[src/rtl/serctl_pkg.sv]
package serctl_pkg;
  localparam int BYTE_W = 8;
  localparam int CODE_W = 5;
  localparam int ADDR_W = 2;
  localparam int PAD_W  = BYTE_W - CODE_W;

  localparam int BIT_ACK = 2;
  localparam int BIT_SI  = 3;
  localparam int BIT_STA = 5;
  localparam int BIT_EN  = 6;

  localparam logic [BYTE_W-1:0] FLAG_MASK =
    BYTE_W'((1 << BIT_ACK) | (1 << BIT_SI) | (1 << BIT_STA) | (1 << BIT_EN));

  localparam logic [CODE_W-1:0] IDLE_CODE = '1;

  typedef enum logic [ADDR_W-1:0] {
    A_FSET = 2'd0,
    A_STAT = 2'd1,
    A_DATA = 2'd2,
    A_FCLR = 2'd3
  } reg_addr_e;
endpackage

[src/rtl/serctl_flags.sv]
module serctl_flags
  import serctl_pkg::*;
(
  input  logic              clk,
  input  logic              rst_n,
  input  logic              set_we,
  input  logic              clr_we,
  input  logic [BYTE_W-1:0] wdata,
  input  logic              si_set_ok,
  input  logic              core_si_set,
  input  logic              core_si_clr,
  output logic [BYTE_W-1:0] flags
);
  logic [BYTE_W-1:0] cpu_set, cpu_clr, core_set, core_clr;

  always_comb begin
    cpu_set = set_we ? (wdata & FLAG_MASK) : '0;
    if (!si_set_ok) cpu_set[BIT_SI] = 1'b0;
    cpu_clr  = clr_we ? (wdata & FLAG_MASK) : '0;
    core_set = '0;
    core_clr = '0;
    core_set[BIT_SI] = core_si_set;
    core_clr[BIT_SI] = core_si_clr;
  end

  for (genvar gi = 0; gi < BYTE_W; gi++) begin : g_bit
    if (FLAG_MASK[gi]) begin : g_flag
      always_ff @(posedge clk or negedge rst_n) begin
        if (!rst_n) flags[gi] <= 1'b0;
        else if (core_set[gi]) flags[gi] <= 1'b1;
        else if (cpu_clr[gi] || core_clr[gi]) flags[gi] <= 1'b0;
        else if (cpu_set[gi]) flags[gi] <= 1'b1;
      end
    end else begin : g_rsvd
      assign flags[gi] = 1'b0;
    end
  end
endmodule

[src/rtl/serctl_status.sv]
module serctl_status
  import serctl_pkg::*;
(
  input  logic              clk,
  input  logic              rst_n,
  input  logic              post,
  input  logic [CODE_W-1:0] code,
  output logic [BYTE_W-1:0] stat_byte,
  output logic              is_idle
);
  logic [CODE_W-1:0] code_q;

  always_ff @(posedge clk or negedge rst_n) begin
    if (!rst_n)    code_q <= IDLE_CODE;
    else if (post) code_q <= code;
  end

  assign stat_byte = {code_q, {PAD_W{1'b0}}};
  assign is_idle   = (code_q == IDLE_CODE);
endmodule

[src/rtl/serctl_data.sv]
module serctl_data
  import serctl_pkg::*;
(
  input  logic              clk,
  input  logic              rst_n,
  input  logic              si,
  input  logic              wr_en,
  input  logic [BYTE_W-1:0] wdata,
  input  logic              shift,
  input  logic              sin,
  output logic [BYTE_W-1:0] rd_byte,
  output logic              sout
);
  logic [BYTE_W-1:0] dat_q, hold_q;
  logic              cpu_wr, do_shift;

  assign cpu_wr   = wr_en && si;
  assign do_shift = shift && !si;

  always_ff @(posedge clk or negedge rst_n) begin
    if (!rst_n)        dat_q <= '0;
    else if (cpu_wr)   dat_q <= wdata;
    else if (do_shift) dat_q <= {dat_q[BYTE_W-2:0], sin};
  end

  always_ff @(posedge clk or negedge rst_n) begin
    if (!rst_n)      hold_q <= '0;
    else if (cpu_wr) hold_q <= wdata;
    else if (si)     hold_q <= dat_q;
  end

  assign rd_byte = si ? dat_q : hold_q;
  assign sout    = dat_q[BYTE_W-1];
endmodule

[src/rtl/serctl_regfile.sv]
module serctl_regfile
  import serctl_pkg::*;
(
  input  logic              clk,
  input  logic              rst_n,
  input  logic [ADDR_W-1:0] cpu_addr,
  input  logic              cpu_we,
  input  logic [BYTE_W-1:0] cpu_wdata,
  output logic [BYTE_W-1:0] cpu_rdata,
  input  logic              core_post,
  input  logic [CODE_W-1:0] core_code,
  input  logic              core_shift,
  input  logic              core_sin,
  output logic              core_sout,
  output logic              irq_flag
);
  logic [BYTE_W-1:0] flags, stat_byte, data_byte;
  logic              is_idle, post_busy, post_idle;

  assign post_busy = core_post && (core_code != IDLE_CODE);
  assign post_idle = core_post && (core_code == IDLE_CODE);

  serctl_flags u_flags (
    .clk         (clk),
    .rst_n       (rst_n),
    .set_we      (cpu_we && cpu_addr == A_FSET),
    .clr_we      (cpu_we && cpu_addr == A_FCLR),
    .wdata       (cpu_wdata),
    .si_set_ok   (!is_idle),
    .core_si_set (post_busy),
    .core_si_clr (post_idle),
    .flags       (flags)
  );

  serctl_status u_stat (
    .clk       (clk),
    .rst_n     (rst_n),
    .post      (core_post),
    .code      (core_code),
    .stat_byte (stat_byte),
    .is_idle   (is_idle)
  );

  serctl_data u_data (
    .clk     (clk),
    .rst_n   (rst_n),
    .si      (flags[BIT_SI]),
    .wr_en   (cpu_we && cpu_addr == A_DATA),
    .wdata   (cpu_wdata),
    .shift   (core_shift),
    .sin     (core_sin),
    .rd_byte (data_byte),
    .sout    (core_sout)
  );

  assign irq_flag = flags[BIT_SI];

  always_comb begin
    unique case (cpu_addr)
      A_FSET, A_FCLR: cpu_rdata = flags;
      A_STAT:         cpu_rdata = stat_byte;
      default:        cpu_rdata = data_byte;
    endcase
  end
endmodule

[config.mk]
export PLATFORM = sky130hd
export DESIGN_NAME = serctl_regfile
export DESIGN_NICKNAME = d
export VERILOG_FILES = /design/src/rtl/serctl_pkg.sv /design/src/rtl/serctl_flags.sv /design/src/rtl/serctl_status.sv /design/src/rtl/serctl_data.sv /design/src/rtl/serctl_regfile.sv
export SDC_FILE = /design/constraint.sdc
export NUM_CORES = 1
export LEC_CHECK = 0
export ABC_AREA = 1
export BUFFER_PORTS_ARGS = -buffer_cell sky130_fd_sc_hd__buf_2
export CORE_UTILIZATION = 30
export CTS_BUF_LIST = sky130_fd_sc_hd__clkbuf_4
export DETAILED_ROUTE_END_ITERATION = 10
export PLACE_DENSITY = 0.56
export REMOVE_ABC_BUFFERS = 1
export SLEW_MARGIN = 10
export SYNTH_ARGS = -nofsm -noshare
export SYNTH_HDL_FRONTEND = slang
export SYNTH_SLANG_ARGS = --single-unit
[constraint.sdc]
create_clock -name clk -period 1.4 [get_ports clk]
set_input_delay 0.21 -clock clk [delete_from_list [all_inputs] [get_ports clk]]
set_output_delay 0.21 -clock clk [all_outputs]
set_load 0.05 [all_outputs]
==> out/qor.csv, run 1 <==
stage;metric;value;unit
job;MaxCap Viol Count;0;
synth;Synth top area share;37.9;%
setup_path;Setup CP Type;flip-flop to primary output;
detailed_routing;routed wire length;3210;um
pwr;PwrDens;1220;nW/um^2
setup_path;Critical path buffers and inverters;2;
sta;crit path time final;1.71;ns
setup_path;crit path from;u_flags.flags[3];
detailed_routing;DR vias;1228;
synth;Synth area leaders;dfrtp_1 38%, nand2_1 16%, dfstp_2 10%;
place;post-DP HPWL;2470;um
global_routing;initial antenna violation count;0;
floorplanning;number of I/O pins;31;
setup_path;largest fanout on the critical path;5;
synth;top cell type by total area after synthesis;dfrtp_1;
clocking;CTS sink cnt;25;
pwr;maximum vdd drop;316;uV
setup_path;Critical R2R Capture;u_data.hold_q[1];
setup_path;r2r startpoint;u_flags.flags[3];
sta;max-slew violation count;0;
place;Post-DP Area;1600;um^2
finish;filler instances;460;
finish;area of the multi-input gates;623;um^2
floorplanning;die area;4670;um^2
finish;register area;633;um^2
setup_path;crit path to;cpu_rdata[7];
detailed_routing;DR iter-0 viols;78;
floorplanning;Die Ht;68.3;um
place;placer congestion estimate;0.793;
synth;number of synthesized register bits;25;
global_routing;vias in the first global route;1144;
synth;synth cell count leaders;55 x nand2_1, 20 x dfrtp_1, 20 x o21ai_0, 15 x inv_1, 10 x nand3_1;
synth;mapped cell area;1320;um^2
detailed_routing;post-route ant nets;0;
floorplanning;core area;4120;um^2
synth;ys async rst share;100;%
global_routing;GRT Resource Usage Total;15.4;%
sta;Slew headroom;60.6;%
worst_hold_path;HP Class;input port to flip-flop;
floorplanning;FP Rows;23;
detailed_routing;DRC;0;
detailed_routing;Vias per Instance;4.72;
sta;Slew @ Worst Pin;0.591;ns
global_routing;global-route wire length before repair;5310;um
synth;Primary FF master, synth;dfrtp_1;
clocking;H-tree depth;1;
synth;syn_area_per_cell;8.05;um^2
synth;sequential area share after synthesis;47.9;%
pwr;Pleak;0.879;nW
global_routing;grt ovf;0;
place;dpl ws;-0.199;ns
detailed_routing;mean routed wirelength per cell;12.3;um
sta;Post-Route Skew;0.00359;ns
clocking;Clk Latency, worst-skew pair;0.32;ns
setup_path;Reg2Reg Depth;5;
sta;final cycle utilization of the critical path;122;%
setup_path;Worst path depth;5;
sta;Setup-failing EPs final;8;
synth;Post-synth EDFFs;0;
run_status;status;complete, but fails checks;
setup_path;CP Launch Type;flip-flop;
synth;Yosys cell types;21;
place;port bufs;30;
sta;Final Hold Fails;0;
run_status;failing checks;setup timing;
sta;fmax;585;MHz
setup_path;Top delay family on crit path;flip-flops;
finish;post-route cell area;1730;um^2
setup_path;worst-path cell chain;buf_6, or2_1, o21ai_2, o22ai_1, buf_4;
setup_path;Reg2Reg Setup Slack;0.18;ns
synth;Mapped Cells;164;
sta;unrepaired setup endpoints after global routing;yes;
finish;Area Growth Syn to Fin;30.9;%
clocking;clk slew on worst S/H paths;0.14;ns
setup_path;CP Capture Type;primary output;
synth;yosys warns;0;
finish;Final Net Count;237;
global_routing;largest net degree at the start of global routing;26;
clocking;Num CTS Buffers;3;
sta;fin worst setup slack;-0.309;ns
finish;layout cell share with drive strength beyond 1;32.4;%
setup_path;CP Data Arrival Time;1.50;ns
synth;top-count cell post-synth;nand2_1;
setup_path;CP Data Required Time;1.19;ns
finish;# diodes;0;
clocking;maximum root-to-sink buffer count;2;
detailed_routing;1st-pass router iterations;4;
clocking;clock tree from TritonCTS;done;
floorplanning;Initial Utilization;32.1;%
setup_path;Slowest cell on crit path;dfrtp_2;
clocking;CTS root buffer;clkbuf_4;
floorplanning;Chip Width;68.3;um
setup_path;max incr delay on CP;0.47;ns
==> cell type report <==
class	instances	share of cell area, %
repair buffers	45	17.8
flip-flops and latches	25	36.6
clock buffers	4	1.74
inverters	18	4.13
multi-input cells	118	36.1
well taps	50	3.62
==> layer usage <==
| layer | wire [um] | vias to the layer above | part of all wire (%) | global-route usage (%) |
|---|---|---|---|---|
| li1 | - | 624 | - | - |
| met1 | 1590 | 583 | 49 | 21.6 |
| met2 | 1510 | 19 | 47 | 24.4 |
| met3 | 95 | 2 | 3.0 | 2.00 |
| met4 | 19 | 0 | 0.59 | 4.69 |
| met5 | 0 | - | 0 | 0 |
==> kinds of logic (layout without fill, tap and decap cells) <==
kind of cell / after synthesis / count (layout) / share of synthesized area, %
and+or+nand+nor: 82 / 82 / 26.8
buffers and inverters: 21 / 67 / 7.20
adders and majority gates: 5 / 5 / 4.74
DFF: 25 / 25 / 47.9
AOI/OAI and AO/OA: 31 / 31 / 13.4
==> through the flow <==
stage | util [%] | total power, W | hold slack (ns) | instances | TNS [ns]
global placement | 39.0 | 0.00167 | 0.242 | 254 | -0.809
detailed placement | 39.0 | 0.00168 | 0.244 | 254 | -0.825
CTS | 41.1 | 0.00210 | 0.0848 | 260 | -2.52
floorplan | - | 0.00144 | -0.0856 | 161 | -4.45
finish | 42.0 | 0.00212 | 0.0947 | 260 | -2.09
global route | 42.0 | 0.00227 | 0.0780 | 260 | -2.88
==> worst min-delay path: stages <==
cell     delay, ns
buf_2         0.11
nand2_1       0.05
o21ai_0       0.06
==> sequential cells by signal, summed over array words and instances (netlist names) <==
| name | flops |
|---|---|
| u_data.hold_q | 8 |
| u_stat.code_q | 5 |
| u_data.dat_q | 8 |
| u_flags.flags | 4 |
==> timing repair <==
| action | 4_1_cts | 5_1_grt |
|---|---|---|
| pin swaps | 2 | 5 |
| endpoints found under the hold margin | 20 | 0 |
| setup endpoints to repair | 8 | 9 |
| setup buffers | 1 | 0 |
| hold buffers | 1 | 0 |
| gates resized for setup | 19 | 10 |
==> worst min-delay path by stage <==
stage / startpoint / to / slack (ns) / cells past startpoint
after CTS: core_code[4] / u_stat.code_q[4] / 0.08 / 3
after global routing: core_code[4] / u_stat.code_q[4] / 0.08 / 3
after detailed placement: rst_n / u_data.hold_q[1] / 0.24 / 1
after global placement: rst_n / u_data.hold_q[1] / 0.24 / 1
final: core_code[1] / u_stat.code_q[1] / 0.09 / 3
after floorplan: rst_n / u_data.dat_q[0] / -0.09 / 0
==> where the power goes <==
part           internal [W]  switching, W  total [W]
registers          0.000901      0.000102    0.00100
clock network      0.000131      0.000223   0.000354
logic              0.000296      0.000463   0.000759
total               0.00133      0.000787    0.00212
==> cells in the final DEF (no fill, tap or decap), drive strengths merged <==
master and instances:
o211ai 2, o21a 1, buf 44, nand3 11, a32oi 3, a21oi 3
clkbuf 4, inv 17, dfstp 5, or2 6, nand2 57, dfrtp 20
o21ai 20, clkinv 1, dlygate4sd3 1, ha 5, o22ai 2, nor2 8
No activity file was read; power rests on OpenSTA's default activity.
==> inputs of run 2 (changes only) <==
--- a/config.mk
+++ b/config.mk
@@ -7,10 +7,10 @@
 export LEC_CHECK = 0
 export ABC_AREA = 1
 export BUFFER_PORTS_ARGS = -buffer_cell sky130_fd_sc_hd__buf_2
-export CORE_UTILIZATION = 30
+export CORE_UTILIZATION = 42
 export CTS_BUF_LIST = sky130_fd_sc_hd__clkbuf_4
 export DETAILED_ROUTE_END_ITERATION = 10
-export PLACE_DENSITY = 0.56
+export PLACE_DENSITY = 0.71
 export REMOVE_ABC_BUFFERS = 1
 export SLEW_MARGIN = 10
 export SYNTH_ARGS = -nofsm -noshare
==> run 2 against run 1 <==
Net effect:
- the flow finishes with violations (DRC, setup timing)
- cell count decreased by 3.8%
- worst setup slack better by 0.021 ns
- via count grew 2.0%
- non-clock buffer count down 2
- flip-flop and latch count stayed put
- design area about the same
- worst hold slack improved by 0.015 ns
- power fell by 1.1%
- sequential share of layout area about the same
- global-route usage is 5.0 points higher
==> out/qor.csv, run 2 (same netlist as run 1, synthesis figures left out) <==
stage;metric;value;unit
detailed_routing;post-route ant nets;0;
clocking;maximum root-to-sink buffer count;2;
finish;most common cell after layout, fill and taps aside;nand2_1;
floorplanning;die area;3370;um^2
floorplanning;number of I/O pins;31;
floorplanning;Initial Utilization;45.9;%
detailed_routing;routed wire length;3070;um
clocking;Num CTS Buffers;3;
place;placer congestion estimate;0.814;
worst_hold_path;HP Class;input port to flip-flop;
pwr;maximum vdd drop;492;uV
floorplanning;Chip Width;58.1;um
clocking;clock tree from TritonCTS;done;
finish;Final Net Count;235;
job;MaxCap Viol Count;0;
detailed_routing;DR vias;1253;
detailed_routing;mean routed wirelength per cell;12.3;um
setup_path;CP Launch Type;flip-flop;
finish;post-route insts no fill;250;
clocking;H-tree depth;1;
global_routing;largest net degree at the start of global routing;26;
run_status;failing checks;DRC, setup timing;
finish;layout cell share with drive strength beyond 1;34.6;%
finish;most frequent cells in the layout;50 x nand2_1, 21 x buf_2, 19 x dfrtp_1, 15 x inv_1;
detailed_routing;Vias per Instance;5.01;
setup_path;r2r startpoint;u_flags.flags[3];
global_routing;initial antenna violation count;0;
sta;unrepaired setup endpoints after global routing;yes;
sta;Final Hold Fails;0;
detailed_routing;DRC;2;
sta;fmax;592;MHz
clocking;clk slew on worst S/H paths;0.14;ns
run_status;status;complete, but fails checks;
place;dpl ws;-0.210;ns
pwr;PwrDens;1210;nW/um^2
sta;final cycle utilization of the critical path;121;%
clocking;CTS sink cnt;25;
setup_path;Critical R2R Capture;u_data.dat_q[0];
pwr;Pleak;0.874;nW
sta;Post-Route Skew;0.00856;ns
clocking;Clk Latency, worst-skew pair;0.32;ns
setup_path;Reg2Reg Depth;7;
global_routing;vias in the first global route;1202;
place;post-DP HPWL;2330;um
global_routing;GRT Resource Usage Total;20.4;%
place;port bufs;30;
pwr;Total Power;0.00209;W
detailed_routing;DR iter-0 viols;29;
clocking;CTS root buffer;clkbuf_4;
global_routing;grt ovf;0;
finish;Final Util;60.0;%
finish;biggest regs;u_data.dat_q x8, u_data.hold_q x8, u_stat.code_q x5;
sta;Slew @ Worst Pin;0.563;ns
setup_path;largest fanout on the critical path;5;
place;dpl cells;242;
global_routing;global-route wire length before repair;5240;um
finish;Area Growth Syn to Fin;30.8;%
setup_path;CP Data Required Time;1.19;ns
sta;fin worst setup slack;-0.288;ns
floorplanning;FP Rows;19;
finish;# diodes;0;
worst_hold_path;hold path startpoint;core_sin;
worst_hold_path;hold path cells;3;
sta;crit path time final;1.69;ns
floorplanning;core area;2880;um^2
sta;setup TNS;-1.98;ns
sta;Slew headroom;62.5;%
sta;max-slew violation count;0;
setup_path;Setup CP Type;flip-flop to primary output;
detailed_routing;1st-pass router iterations;7;
setup_path;CP Capture Type;primary output;
sta;Setup-failing EPs final;9;
worst_hold_path;Hold Path End;u_data.dat_q[0];
setup_path;CP Data Arrival Time;1.48;ns
setup_path;Reg2Reg Setup Slack;0.07;ns
floorplanning;Die Ht;58.1;um
## run 2: worst max path at each step
stage | end | from | slack [ns] | cells past startpoint
final | cpu_rdata[5] | u_flags.flags[3] | -0.29 | 7
after global routing | cpu_rdata[5] | u_flags.flags[3] | -0.36 | 7
after CTS | cpu_rdata[0] | u_flags.flags[3] | -0.29 | 5
after detailed placement | cpu_rdata[5] | cpu_addr[0] | -0.21 | 7
after global placement | cpu_rdata[5] | cpu_addr[0] | -0.15 | 7
after floorplan | cpu_rdata[2] | u_flags.flags[3] | -0.96 | 3
## run 2: cell type report
type                    instances  area [um^2]
fillers                       264         1150
multi-input cells             118          637
flip-flops and latches         25          633
repair buffers                 43          299
inverters                      18         77.6
well taps                      42         52.6
clock buffers                   3         22.5
clock inverters                 1         5.00
## run 2: power breakdown
part	switching, W	leakage [nW]	internal, W
sequential	0.000107	0.290	0.000901
clock	0.000216	0.0177	0.000107
combinational	0.000472	0.566	0.000290
total	0.000794	0.874	0.00130
## run 2: critical path, stage by stage, from the launching register on
cell and delay [ns]:
dfrtp_2 0.48, buf_6 0.14, buf_6 0.11, nand2_2 0.05
nand2_2 0.05, nand2_1 0.06, o211ai_1 0.09, buf_4 0.20
## run 2: metrics by stage
stage / instance area (um^2) / hold slack (ns)
floorplan: 1290 / -0.0856
global placement: 1560 / 0.224
detailed placement: 1560 / 0.232
CTS: 1690 / 0.103
global route: 1730 / 0.0946
finish: 1730 / 0.109
## run 2: repair_timing
item,4_1_cts,5_1_grt
endpoints found under the hold margin,20,0
setup buffers,3,0
setup endpoints to repair,10,25
gates resized for setup,27,15
pin swaps,6,6
hold buffers,1,0
## run 2: metal layers
layer | part of all wire [%] | wire length (um) | track usage, %
met1 | 45 | 1370 | 27.7
met2 | 50 | 1530 | 34.5
met3 | 4.9 | 149 | 2.01
met4 | 0.62 | 19 | 6.12
met5 | 0 | 0 | 0
==> inputs of run 3 (changes only) <==
--- a/config.mk
+++ b/config.mk
@@ -7,12 +7,15 @@
 export LEC_CHECK = 0
 export ABC_AREA = 1
 export BUFFER_PORTS_ARGS = -buffer_cell sky130_fd_sc_hd__buf_2
-export CORE_UTILIZATION = 42
+export CELL_PAD_IN_SITES_DETAIL_PLACEMENT = 1
+export CELL_PAD_IN_SITES_GLOBAL_PLACEMENT = 2
+export CORE_UTILIZATION = 31
 export CTS_BUF_LIST = sky130_fd_sc_hd__clkbuf_4
 export DETAILED_ROUTE_END_ITERATION = 10
-export PLACE_DENSITY = 0.71
+export PLACE_DENSITY = 0.87
 export REMOVE_ABC_BUFFERS = 1
 export SLEW_MARGIN = 10
 export SYNTH_ARGS = -nofsm -noshare
 export SYNTH_HDL_FRONTEND = slang
+export SYNTH_HIERARCHICAL = 1
 export SYNTH_SLANG_ARGS = --single-unit
==> run 3 against run 2 <==
Net effect:
- the flow finishes with violations (setup timing)
- non-clock buffer count rose by 5
- synthesized cell count rose by 55%
- flip-flop and latch count did not move
- core utilization fell by 17 points
- design area rose by 30%
- worst hold slack got worse by 0.043 ns
- sequential share of layout area fell by 8.5 points
- largest power group unchanged
==> out/qor.csv, run 3 <==
stage;metric;value;unit
run_status;status;complete, but fails checks;
run_status;failing checks;setup timing;
synth;mapped cell area;1740;um^2
clocking;maximum root-to-sink buffer count;2;
clocking;clk slew on worst S/H paths;0.14;ns
global_routing;vias in the first global route;1575;
setup_path;CP Data Required Time;1.19;ns
setup_path;worst-path cell chain;clkbuf_16, o21a_1, nand2_1, nand2_1, buf_6;
setup_path;Top delay family on crit path;flip-flops;
setup_path;Critical path buffers and inverters;2;
detailed_routing;DRC;0;
clocking;H-tree depth;1;
finish;Final Util;42.9;%
synth;top-count cell post-synth;nand2_1;
global_routing;initial antenna violation count;0;
sta;Slew headroom;58.9;%
detailed_routing;1st-pass router iterations;4;
finish;most frequent cells in the layout;104 x nand2_1, 28 x inv_1, 24 x nand3_1, 21 x buf_2, 19 x dfrtp_1;
clocking;CTS sink cnt;25;
setup_path;Critical R2R Capture;u_data/dat_q[2];
synth;syn_area_per_cell;6.83;um^2
global_routing;global-route wire length before repair;7290;um
synth;Post-synth EDFFs;0;
clocking;CTS root buffer;clkbuf_4;
sta;unrepaired setup endpoints after global routing;yes;
pwr;switching share of power;40.5;%
finish;register area;633;um^2
detailed_routing;DR vias;1660;
setup_path;CP Data Arrival Time;1.52;ns
setup_path;CP Launch Type;flip-flop;
worst_hold_path;hold path cells;3;
finish;area of the multi-input gates;942;um^2
synth;synth cell count leaders;115 x nand2_1, 29 x inv_1, 27 x nand3_1, 20 x dfrtp_1, 9 x buf_4;
synth;Synth top area share;28.8;%
place;placer congestion estimate;0.739;
sta;Setup-failing EPs final;9;
synth;yosys warns;6;
job;MaxCap Viol Count;0;
finish;Area Growth Syn to Fin;29.5;%
setup_path;max incr delay on CP;0.50;ns
pwr;Combinational Power Share;42.0;%
global_routing;grt ovf;0;
floorplanning;FP Rows;26;
sta;crit path time final;1.73;ns
pwr;Pleak;1.29;nW
finish;# diodes;0;
place;port bufs;30;
detailed_routing;mean routed wirelength per cell;12.8;um
setup_path;CP dominant cell by count;nand2_1;
synth;Yosys cell types;21;
setup_path;Reg2Reg Depth;8;
setup_path;Reg2Reg Setup Slack;0.01;ns
detailed_routing;DR iter-0 viols;32;
sta;Final Hold Fails;0;
finish;Final Net Count;321;
worst_hold_path;HP Class;input port to flip-flop;
sta;max-slew violation count;0;
floorplanning;Die Ht;76.8;um
detailed_routing;post-route ant nets;0;
setup_path;CP Capture Type;primary output;
pwr;Total Power;0.00236;W
finish;most common cell after layout, fill and taps aside;nand2_1;
global_routing;GRT Resource Usage Total;15.7;%
detailed_routing;Vias per Instance;4.56;
sta;Post-Route Skew;0.0133;ns
pwr;register share of total power;42.8;%
place;dpl cells;354;
setup_path;r2r startpoint;u_flags/flags[3];
worst_hold_path;Hold Path End;u_stat/code_q[2];
clocking;Clk Latency, worst-skew pair;0.35;ns
pwr;clock share of power;15.1;%
finish;biggest regs;u_data/dat_q x8, u_data/hold_q x8, u_stat/code_q x5;
floorplanning;core area;5240;um^2
detailed_routing;routed wire length;4640;um
finish;post-route insts no fill;364;
setup_path;Setup CP Type;flip-flop to primary output;
finish;layout cell share with drive strength beyond 1;27.2;%
global_routing;largest net degree at the start of global routing;31;
setup_path;largest fanout on the critical path;7;
finish;filler instances;683;
sta;fin worst setup slack;-0.329;ns
clocking;clock tree from TritonCTS;done;
sta;Slew @ Worst Pin;0.616;ns
floorplanning;Initial Utilization;33.1;%
pwr;Internal;0.00141;W
clocking;Num CTS Buffers;3;
pwr;PwrDens;1050;nW/um^2
sta;final cycle utilization of the critical path;124;%
setup_path;Slowest cell on crit path;dfrtp_2;
pwr;maximum vdd drop;488;uV
synth;Mapped Cells;254;
synth;Synth area leaders;dfrtp_1 29%, nand2_1 25%, nand3_1 7.8%;
floorplanning;Chip Width;76.8;um
place;post-DP HPWL;3270;um
synth;ys async rst share;100;%
pwr;switching power;0.000957;W
synth;top cell type by total area after synthesis;dfrtp_1;
floorplanning;die area;5900;um^2
synth;Primary FF master, synth;dfrtp_1;
worst_hold_path;hold path startpoint;core_code[2];
synth;sequential area share after synthesis;36.4;%
sta;fmax;578;MHz
floorplanning;number of I/O pins;31;
synth;number of synthesized register bits;25;
[run 3: power by group through the flow]
| stage | registers [W] | clock network [W] | logic [W] |
|---|---|---|---|
| 3_5_place_dp | 0.00102 | 0 | 0.000836 |
| 4_1_cts | 0.00100 | 0.000360 | 0.000902 |
| 3_3_place_gp | 0.00101 | 0 | 0.000817 |
| 5_1_grt | 0.00103 | 0.000395 | 0.00111 |
| 6_report | 0.00101 | 0.000358 | 0.000993 |
| 2_1_floorplan | 0.00103 | 0 | 0.000563 |
[run 3: layout make-up]
type                    instances  share of cell area (%)
clock inverters                 1                   0.223
inverters                      31                    5.29
well taps                      70                    3.90
flip-flops and latches         25                    28.2
repair buffers                 48                    19.5
multi-input cells             186                    41.9
clock buffers                   3                    1.00
[run 3: worst max-delay path by stage]
| stage | from | end | slack, ns | depth (start not counted) |
|---|---|---|---|---|
| global placement | cpu_addr[1] | cpu_rdata[6] | -0.07 | 9 |
| finish | u_flags/flags[3] | cpu_rdata[4] | -0.33 | 5 |
| floorplan | u_flags/flags[3] | cpu_rdata[6] | -0.56 | 4 |
| detailed placement | cpu_addr[1] | cpu_rdata[6] | -0.09 | 9 |
| CTS | u_flags/flags[3] | cpu_rdata[7] | -0.30 | 6 |
| global route | u_flags/flags[3] | cpu_rdata[3] | -0.39 | 7 |
[run 3: timing repair]
action / 4_1_cts / 5_1_grt
hold buffers: 1 / 0
gates cloned: 0 / 2
pin swaps: 0 / 14
setup buffers: 0 / 3
resized for setup: 20 / 33
endpoints found under the hold margin: 20 / 0
setup endpoints to repair: 9 / 9
[run 3: logic make-up (layout without fill, tap and decap cells)]
kind of cell / count (synthesis) / count (layout) / share of synthesized area (%)
other cells: 2 / 7 / 0.433
buf+inv: 48 / 83 / 15.4
fa+ha+maj: 5 / 5 / 3.60
simple gates: 157 / 157 / 37.9
flops: 25 / 25 / 36.4
compound gates: 17 / 17 / 6.27
[run 3: per-stage QoR]
step	setup TNS (ns)	hold slack [ns]	area [um^2]	setup WS [ns]
2_1_floorplan	-10.70	-0.0856	1600	-0.560
3_5_place_dp	-1.07	0.257	1960	-0.0948
5_1_grt	-3.28	0.0630	2250	-0.391
6_report	-2.51	0.0668	2250	-0.329
3_3_place_gp	-0.877	0.255	1960	-0.0745
4_1_cts	-2.25	0.0625	2050	-0.301
[run 3: tightest hold or removal path, stage by stage]
cell and delay [ns]:
buf_2 0.10, nand2_1 0.05, o21ai_1 0.05
[run 3: metal layers]
metal  global-route usage, %  vias up  share of wire (%)
met1                    21.0      793                 49
li1                        -      837                  -
met2                    25.6       26                 47
met3                    1.79        4                2.7
met4                    6.15        0                1.4
met5                       0        -                  0
